[src/rtl/busarb_pkg.sv]
package busarb_pkg;

    // Action chosen by the arbitration decision for the next edge
    typedef enum logic [1:0] {
        ACT_HOLD  = 2'd0,
        ACT_GAP   = 2'd1,
        ACT_GRANT = 2'd2,
        ACT_PARK  = 2'd3
    } arb_act_e;

    // Snapshot of the bus state lines
    typedef struct packed {
        logic frame;
        logic ready;
    } bus_obs_t;

    function automatic logic bus_is_idle(bus_obs_t b);
        return !b.frame && !b.ready;
    endfunction

endpackage

[src/rtl/busarb_select.sv]
module busarb_select #(
    parameter int N  = 4,
    parameter int IW = $clog2(N)
) (
    input  logic [N-1:0]  req_i,
    input  logic [N-1:0]  prio_i,
    input  logic [IW-1:0] ptr_i,
    output logic          found_o,
    output logic [IW-1:0] win_o
);
    int  idx;
    logic hi_hit;

    always_comb begin
        found_o = 1'b0;
        win_o   = '0;
        hi_hit  = 1'b0;
        idx     = 0;
        // high group first, rotating from the slot after the pointer
        for (int k = 1; k <= N; k++) begin
            idx = (int'(ptr_i) + k) % N;
            if (!hi_hit && req_i[idx] && prio_i[idx]) begin
                hi_hit  = 1'b1;
                found_o = 1'b1;
                win_o   = IW'(idx);
            end
        end
        // otherwise any requester, same rotation
        if (!hi_hit) begin
            for (int k = 1; k <= N; k++) begin
                idx = (int'(ptr_i) + k) % N;
                if (!found_o && req_i[idx]) begin
                    found_o = 1'b1;
                    win_o   = IW'(idx);
                end
            end
        end
    end
endmodule

[src/rtl/busarb_bmwatch.sv]
module busarb_bmwatch #(
    parameter int N     = 4,
    parameter int LIMIT = 16,
    parameter int IW    = $clog2(N)
) (
    input  logic          clk,
    input  logic          rst,
    input  logic          en_i,
    input  logic          hv_i,
    input  logic [IW-1:0] idx_i,
    input  logic          hreq_i,
    input  logic          used_i,
    input  logic          idle_i,
    input  logic [N-1:0]  clr_i,
    output logic [N-1:0]  ign_o
);
    localparam int CW = $clog2(LIMIT + 1);

    logic [CW-1:0] cnt_q;
    logic [N-1:0]  ign_q;
    logic [N-1:0]  set_vec;
    logic          counting;
    logic          hit;

    // only external initiators are watched; the host is never flagged
    assign counting = en_i && hv_i && (idx_i != '0) && hreq_i && !used_i && idle_i;
    assign hit      = counting && (cnt_q == CW'(LIMIT - 1));
    assign set_vec  = hit ? ({{(N-1){1'b0}}, 1'b1} << idx_i) : '0;

    always_ff @(posedge clk) begin
        if (rst) begin
            cnt_q <= '0;
            ign_q <= '0;
        end else begin
            cnt_q <= (counting && !hit) ? cnt_q + 1'b1 : '0;
            ign_q <= (ign_q & ~clr_i) | set_vec;
        end
    end

    assign ign_o = ign_q;
endmodule

[src/rtl/busarb_top.sv]
module busarb_top
    import busarb_pkg::*;
#(
    parameter int NREQ       = 4,
    parameter int IDLE_LIMIT = 16
) (
    input  logic            clk,
    input  logic            rst,
    input  logic [NREQ-1:0] req_i,
    input  logic [NREQ-1:0] prio_i,
    input  logic            bus_frame_i,
    input  logic            bus_ready_i,
    input  logic            park_host_i,
    input  logic            bm_off_i,
    input  logic            arb_off_strap_i,
    input  logic [NREQ-1:0] ign_clr_i,
    output logic [NREQ-1:0] gnt_o,
    output logic [NREQ-1:0] ign_o
);
    localparam int IW = $clog2(NREQ);

    logic            off_q;
    logic [NREQ-1:0] gnt_q;
    logic            used_q;
    logic [IW-1:0]   last_q;
    logic [IW-1:0]   ptr_q;

    bus_obs_t        obs;
    logic            idle;
    logic            hv;
    logic [IW-1:0]   hidx;
    logic [NREQ-1:0] eff_req;
    logic [NREQ-1:0] ign;
    logic            hreq;
    logic            found;
    logic [IW-1:0]   win;
    logic [IW-1:0]   park_idx;
    logic [IW-1:0]   target;
    logic            start;
    arb_act_e        act;

    assign obs  = '{frame: bus_frame_i, ready: bus_ready_i};
    assign idle = bus_is_idle(obs);
    assign hv   = |gnt_q;

    always_comb begin
        hidx = '0;
        for (int i = 0; i < NREQ; i++)
            if (gnt_q[i]) hidx = IW'(i);
    end

    assign eff_req  = req_i & ~(ign & {NREQ{!bm_off_i}});
    assign hreq     = eff_req[hidx];
    assign park_idx = park_host_i ? '0 : last_q;
    assign target   = found ? win : park_idx;
    assign start    = bus_frame_i && hv && !off_q;

    busarb_select #(.N(NREQ), .IW(IW)) u_select (
        .req_i   (eff_req),
        .prio_i  (prio_i),
        .ptr_i   (ptr_q),
        .found_o (found),
        .win_o   (win)
    );

    busarb_bmwatch #(.N(NREQ), .LIMIT(IDLE_LIMIT), .IW(IW)) u_watch (
        .clk    (clk),
        .rst    (rst),
        .en_i   (!bm_off_i),
        .hv_i   (hv),
        .idx_i  (hidx),
        .hreq_i (hreq),
        .used_i (used_q),
        .idle_i (idle),
        .clr_i  (ign_clr_i),
        .ign_o  (ign)
    );

    always_comb begin
        act = ACT_HOLD;
        if (off_q)
            act = ACT_GAP;
        else if (!idle)
            act = ACT_HOLD;
        else if (hv && hreq && !used_q)
            act = ACT_HOLD;
        else if (hv && (hidx == target))
            act = found ? ACT_GRANT : ACT_HOLD;
        else if (hv)
            act = ACT_GAP;
        else
            act = found ? ACT_GRANT : ACT_PARK;
    end

    always_ff @(posedge clk) begin
        if (rst) begin
            off_q  <= arb_off_strap_i;
            gnt_q  <= '0;
            used_q <= 1'b0;
            last_q <= '0;
            ptr_q  <= IW'(NREQ - 1);
        end else begin
            unique case (act)
                ACT_GRANT: begin
                    gnt_q  <= {{(NREQ-1){1'b0}}, 1'b1} << target;
                    used_q <= 1'b0;
                    ptr_q  <= win;
                end
                ACT_PARK: begin
                    gnt_q  <= {{(NREQ-1){1'b0}}, 1'b1} << park_idx;
                    used_q <= 1'b0;
                end
                ACT_GAP: begin
                    gnt_q  <= '0;
                    used_q <= 1'b0;
                end
                default: ;
            endcase
            if (start) begin
                used_q <= 1'b1;
                last_q <= hidx;
            end
        end
    end

    assign gnt_o = gnt_q;
    assign ign_o = ign;
endmodule

[config.mk]
export PLATFORM = sky130hd
export DESIGN_NAME = busarb_top
export DESIGN_NICKNAME = d
export VERILOG_FILES = /design/src/rtl/busarb_pkg.sv /design/src/rtl/busarb_select.sv /design/src/rtl/busarb_bmwatch.sv /design/src/rtl/busarb_top.sv
export SDC_FILE = /design/constraint.sdc
export NUM_CORES = 1
export LEC_CHECK = 0
export BUFFER_PORTS_ARGS = -buffer_cell sky130_fd_sc_hd__buf_2
export CELL_PAD_IN_SITES_DETAIL_PLACEMENT = 0
export CELL_PAD_IN_SITES_GLOBAL_PLACEMENT = 1
export CORE_ASPECT_RATIO = 1.4
export CORE_MARGIN = 1.5
export CORE_UTILIZATION = 37
export DETAILED_ROUTE_END_ITERATION = 8
export PLACE_DENSITY_LB_ADDON = 0.1
export SYNTH_ARGS = -nofsm -noshare
export SYNTH_HDL_FRONTEND = slang
export SYNTH_HIERARCHICAL = 1
export SYNTH_SLANG_ARGS = --single-unit
[constraint.sdc]
create_clock -name clk -period 4.05 [get_ports clk]
set_clock_uncertainty 0.1 [all_clocks]
set_input_delay 1.0125 -clock clk [delete_from_list [all_inputs] [get_ports clk]]
set_output_delay 1.0125 -clock clk [all_outputs]
set_load 0.03 [all_outputs]
==> impl_results.md <==
- Run status: finished clean
- Clk pwr share: a little over a fifth
- WHS Endpoint: u_watch/ign_o[3]
- Max-slew violations: 0
- CP endpoint kind: register
- Critical path data arrival time: between 4 and 5 ns
- Port Buffer Count: 26
- Power Internal: around 0.4 mW
- Synth area leader: dfxtp_1
- Yosys top cell area share: ~23%
- Power, Total: ~0.6 mW
- CP Max Fanout: 7
- Area delta synth->final: 32.7%
- Comb power frac: roughly 45%
- Most frequent CP cell: a21oi_1
- Total clock sinks: 19
- Seq pwr share: 33.8%
- Io pins: 27
- Post-synthesis net count: 214
- Share of cells above drive strength 1: 38.0%
- CTS Buffer Depth: 2
- Register Area: about 400 um2
- DR pass1 iterations: 6
- DP Area: around 1900 um2
- CTS root buf: clkbuf_8
- Critical Path Start Type: input port
- Top-count cell post-synth: nand2_1
- Initial antenna violation count: 0
- Crit path time final: roughly 3.9 ns
- Detailed Route WL: around 4.6 mm
- Post-Synthesis Cells: 193
- Die W: 57.9 um
- Vias in the first global route: ~1600
- Ant diodes: 0
- Die Y: about 80 um
- Row count: 27
- Post-Place Setup Slack: -0.531 ns
- Global-route met2 utilization: between 40% and 50%
- Hold Fails Final Rpt: 0
- # DRC: 0
- Gr ovfl total: 0
- Slew @ Worst Pin: between 0.4 and 0.5 ns
- Via Count: approximately 1600
- Post-synth EDFFs: 1
- Mean Syn Cell Area: just over 8 um2
- P_sw: roughly 0.21 mW
- Core area: roughly 4000 um2
- Initial core utilization: between 30 and 40%
- Yosys warns: 6
- Clock transition at path regs: around 0.070 ns
- Synth Cell Area: 1560 um2
- Power Dens Cells: 293 nW/um2
- R2R Setup Slk: 0.40 ns
- Hold Startpoint: u_watch/ign_o[3]
- Final core utilization: approximately half
- Seq/Total Area, Yosys: approximately a quarter
- Final Net Count: around 270
- WHS Path Cells: 2
- Count of final setup violators: 0
- Max Freq: 0.254 GHz
- Peak supply drop: between 0.0002 and 0.00025 V
- DP HPWL: roughly 3.7 mm
- Multi-input gate area: roughly 1200 um2
- CP Class: input port to register
- Sw frac: approximately a third
- Buffers & Inverters on Critical Path: 1
- Slew headroom: 67.3%
- CP required: ~4.1 ns
- Gr busiest metal: met2
- Met1 usage in global routing: 18.9%
- Post-synth top cells: nand2_1 (20), dfxtp_1 (18), nor2_1 (18)
- Fill count: roughly 400
- Slowest Stage Delay on Critical Path: between 0.4 and 0.5 ns
- Post-route cell area: roughly 2100 um2
- CTS tree: built
- CTS buffer count: 3
- ANT nets after route: 0
- Final setup margin: 0.107 ns
- R2r worst-path depth: 13
- Ys async rst share: 0%
- Synth Register Bits: 19
- Period Utilization, post-route: 97.4%
- Max-cap violation count: 0
- Dominant synthesized flop cell: dfxtp_1
- M3 GR Usage: 1.94%
- Worst Hold Class: register to register
- R2r endpoint: gnt_o[1]
- DIE AREA: about 4600 um2
- GR Util All Layers: between 20% and 30%
- Reg2Reg Launch Point: ptr_q[1]
- Synth cell types: 55
- Via-to-Cell Ratio: around 5.6
- LEAKAGE: approximately 0.9 nW
- Clock latency at the later pin of the worst-skew pair: between 0.2 and 0.3 ns
- CTS H-tree depth: 1
- Largest net degree at the start of global routing: 15
- Drt initial violations: 84
- CP cell instances: buf_2, nand2b_1, and2_4, a21oi_1, a221oi_2, nand2_1, nand4_2, a21oi_1, or3_4, or3b_4, o211ai_1, o2111ai_4, or3_1, nand3_4, o2bb2ai_1
- Cell family with most CP delay: simple AND/OR/NAND/NOR gates
- Global-route wire length before repair: 7.22 mm
- Top cells by area, synth: dfxtp_1 (23%), mux2i_1 (5.8%), nand2_1 (4.8%)
- WL per Instance: roughly 16 um
- Worst hold slack: around 0.38 ns
- Routability-driven placement congestion ratio: 0.917
- CP max-delay cell: or3_1
## stage by stage
step                setup TNS, ns  instances
floorplan                       0        193
global placement            -3.18        285
detailed placement          -3.66        285
CTS                             0        291
global route              -0.0205        293
finish                          0        293
## state kept, by name, indices dropped and copies added, names as in the netlist
name	cells
u_watch/cnt_q	5
gnt_o	4
u_watch/ign_o	4
last_q	2
ptr_q	2
off_q	1
used_q	1
## power by group through the flow
stage	clock, mW	combinational [mW]	sequential [mW]
floorplan	0	0.158	0.207
global placement	0	0.236	0.209
detailed placement	0	0.239	0.209
CTS	0.132	0.245	0.205
global route	0.144	0.294	0.207
finish	0.131	0.271	0.205
## how the worst max path moves through the flow
stage             start       end  slack, ns  cells past startpoint
3_3_place_gp   bm_off_i  gnt_o[0]      -0.46                     15
6_report       bm_off_i  gnt_o[1]       0.11                     15
4_1_cts        bm_off_i  ptr_q[1]      0.008                     16
3_5_place_dp   bm_off_i  gnt_o[1]      -0.53                     15
2_1_floorplan  bm_off_i  ptr_q[0]      0.002                     15
5_1_grt        bm_off_i  gnt_o[1]      -0.01                     15
## area by class of cell
type	instances	area share, %
tap	43	2.60
sequential	19	18.8
multi-input combinational	159	56.2
clock buffer	4	2.17
inverter	7	1.27
timing repair buffer	61	19.0
## placed cells by master, fill, tap and decap left out, drive strengths merged, types with 5 or more instances in the layout
master / synthesis / routed
a211o: 5 / 5
inv: 7 / 7
a21oi: 10 / 10
and2: 6 / 6
o21ai: 9 / 9
o2bb2ai: 5 / 5
nand2b: 10 / 10
mux2i: 9 / 9
nand2: 21 / 21
buf: 7 / 61
nor2b: 6 / 6
dfxtp: 18 / 18
nor2: 19 / 19
## logic make-up after synthesis
logic type	count (synthesis)	share of synthesized area (%)
AOI/OAI and AO/OA	55	26.8
muxes	15	11.5
and+or+nand+nor	85	28.7
DFF	19	25.0
xor gates and xnor gates	2	1.12
buffers and inverters	15	5.21
adders and majority gates	2	1.60
## routing by layer
layer	routed length (um)	part of all wire (%)
met1	1710	37
met5	0	0
met3	76	1.6
met4	140	3.0
met2	2690	58
## what timing repair did
| action | CTS | global route |
|---|---|---|
| hold buffers | 0 | 0 |
| endpoints found under the setup margin | 7 | 7 |
| resized for setup | 3 | 15 |
| pin swaps | 2 | 4 |
| buffers inserted | 2 | 2 |
## worst min-delay path: cells and delay by family (launching register included)
kind               cells  cell delay, ns
DFF                    1            0.33
and+or+nand+nor        1            0.06
AOI/OAI and AO/OA      1            0.05
Power figures use the tool's default switching activity.
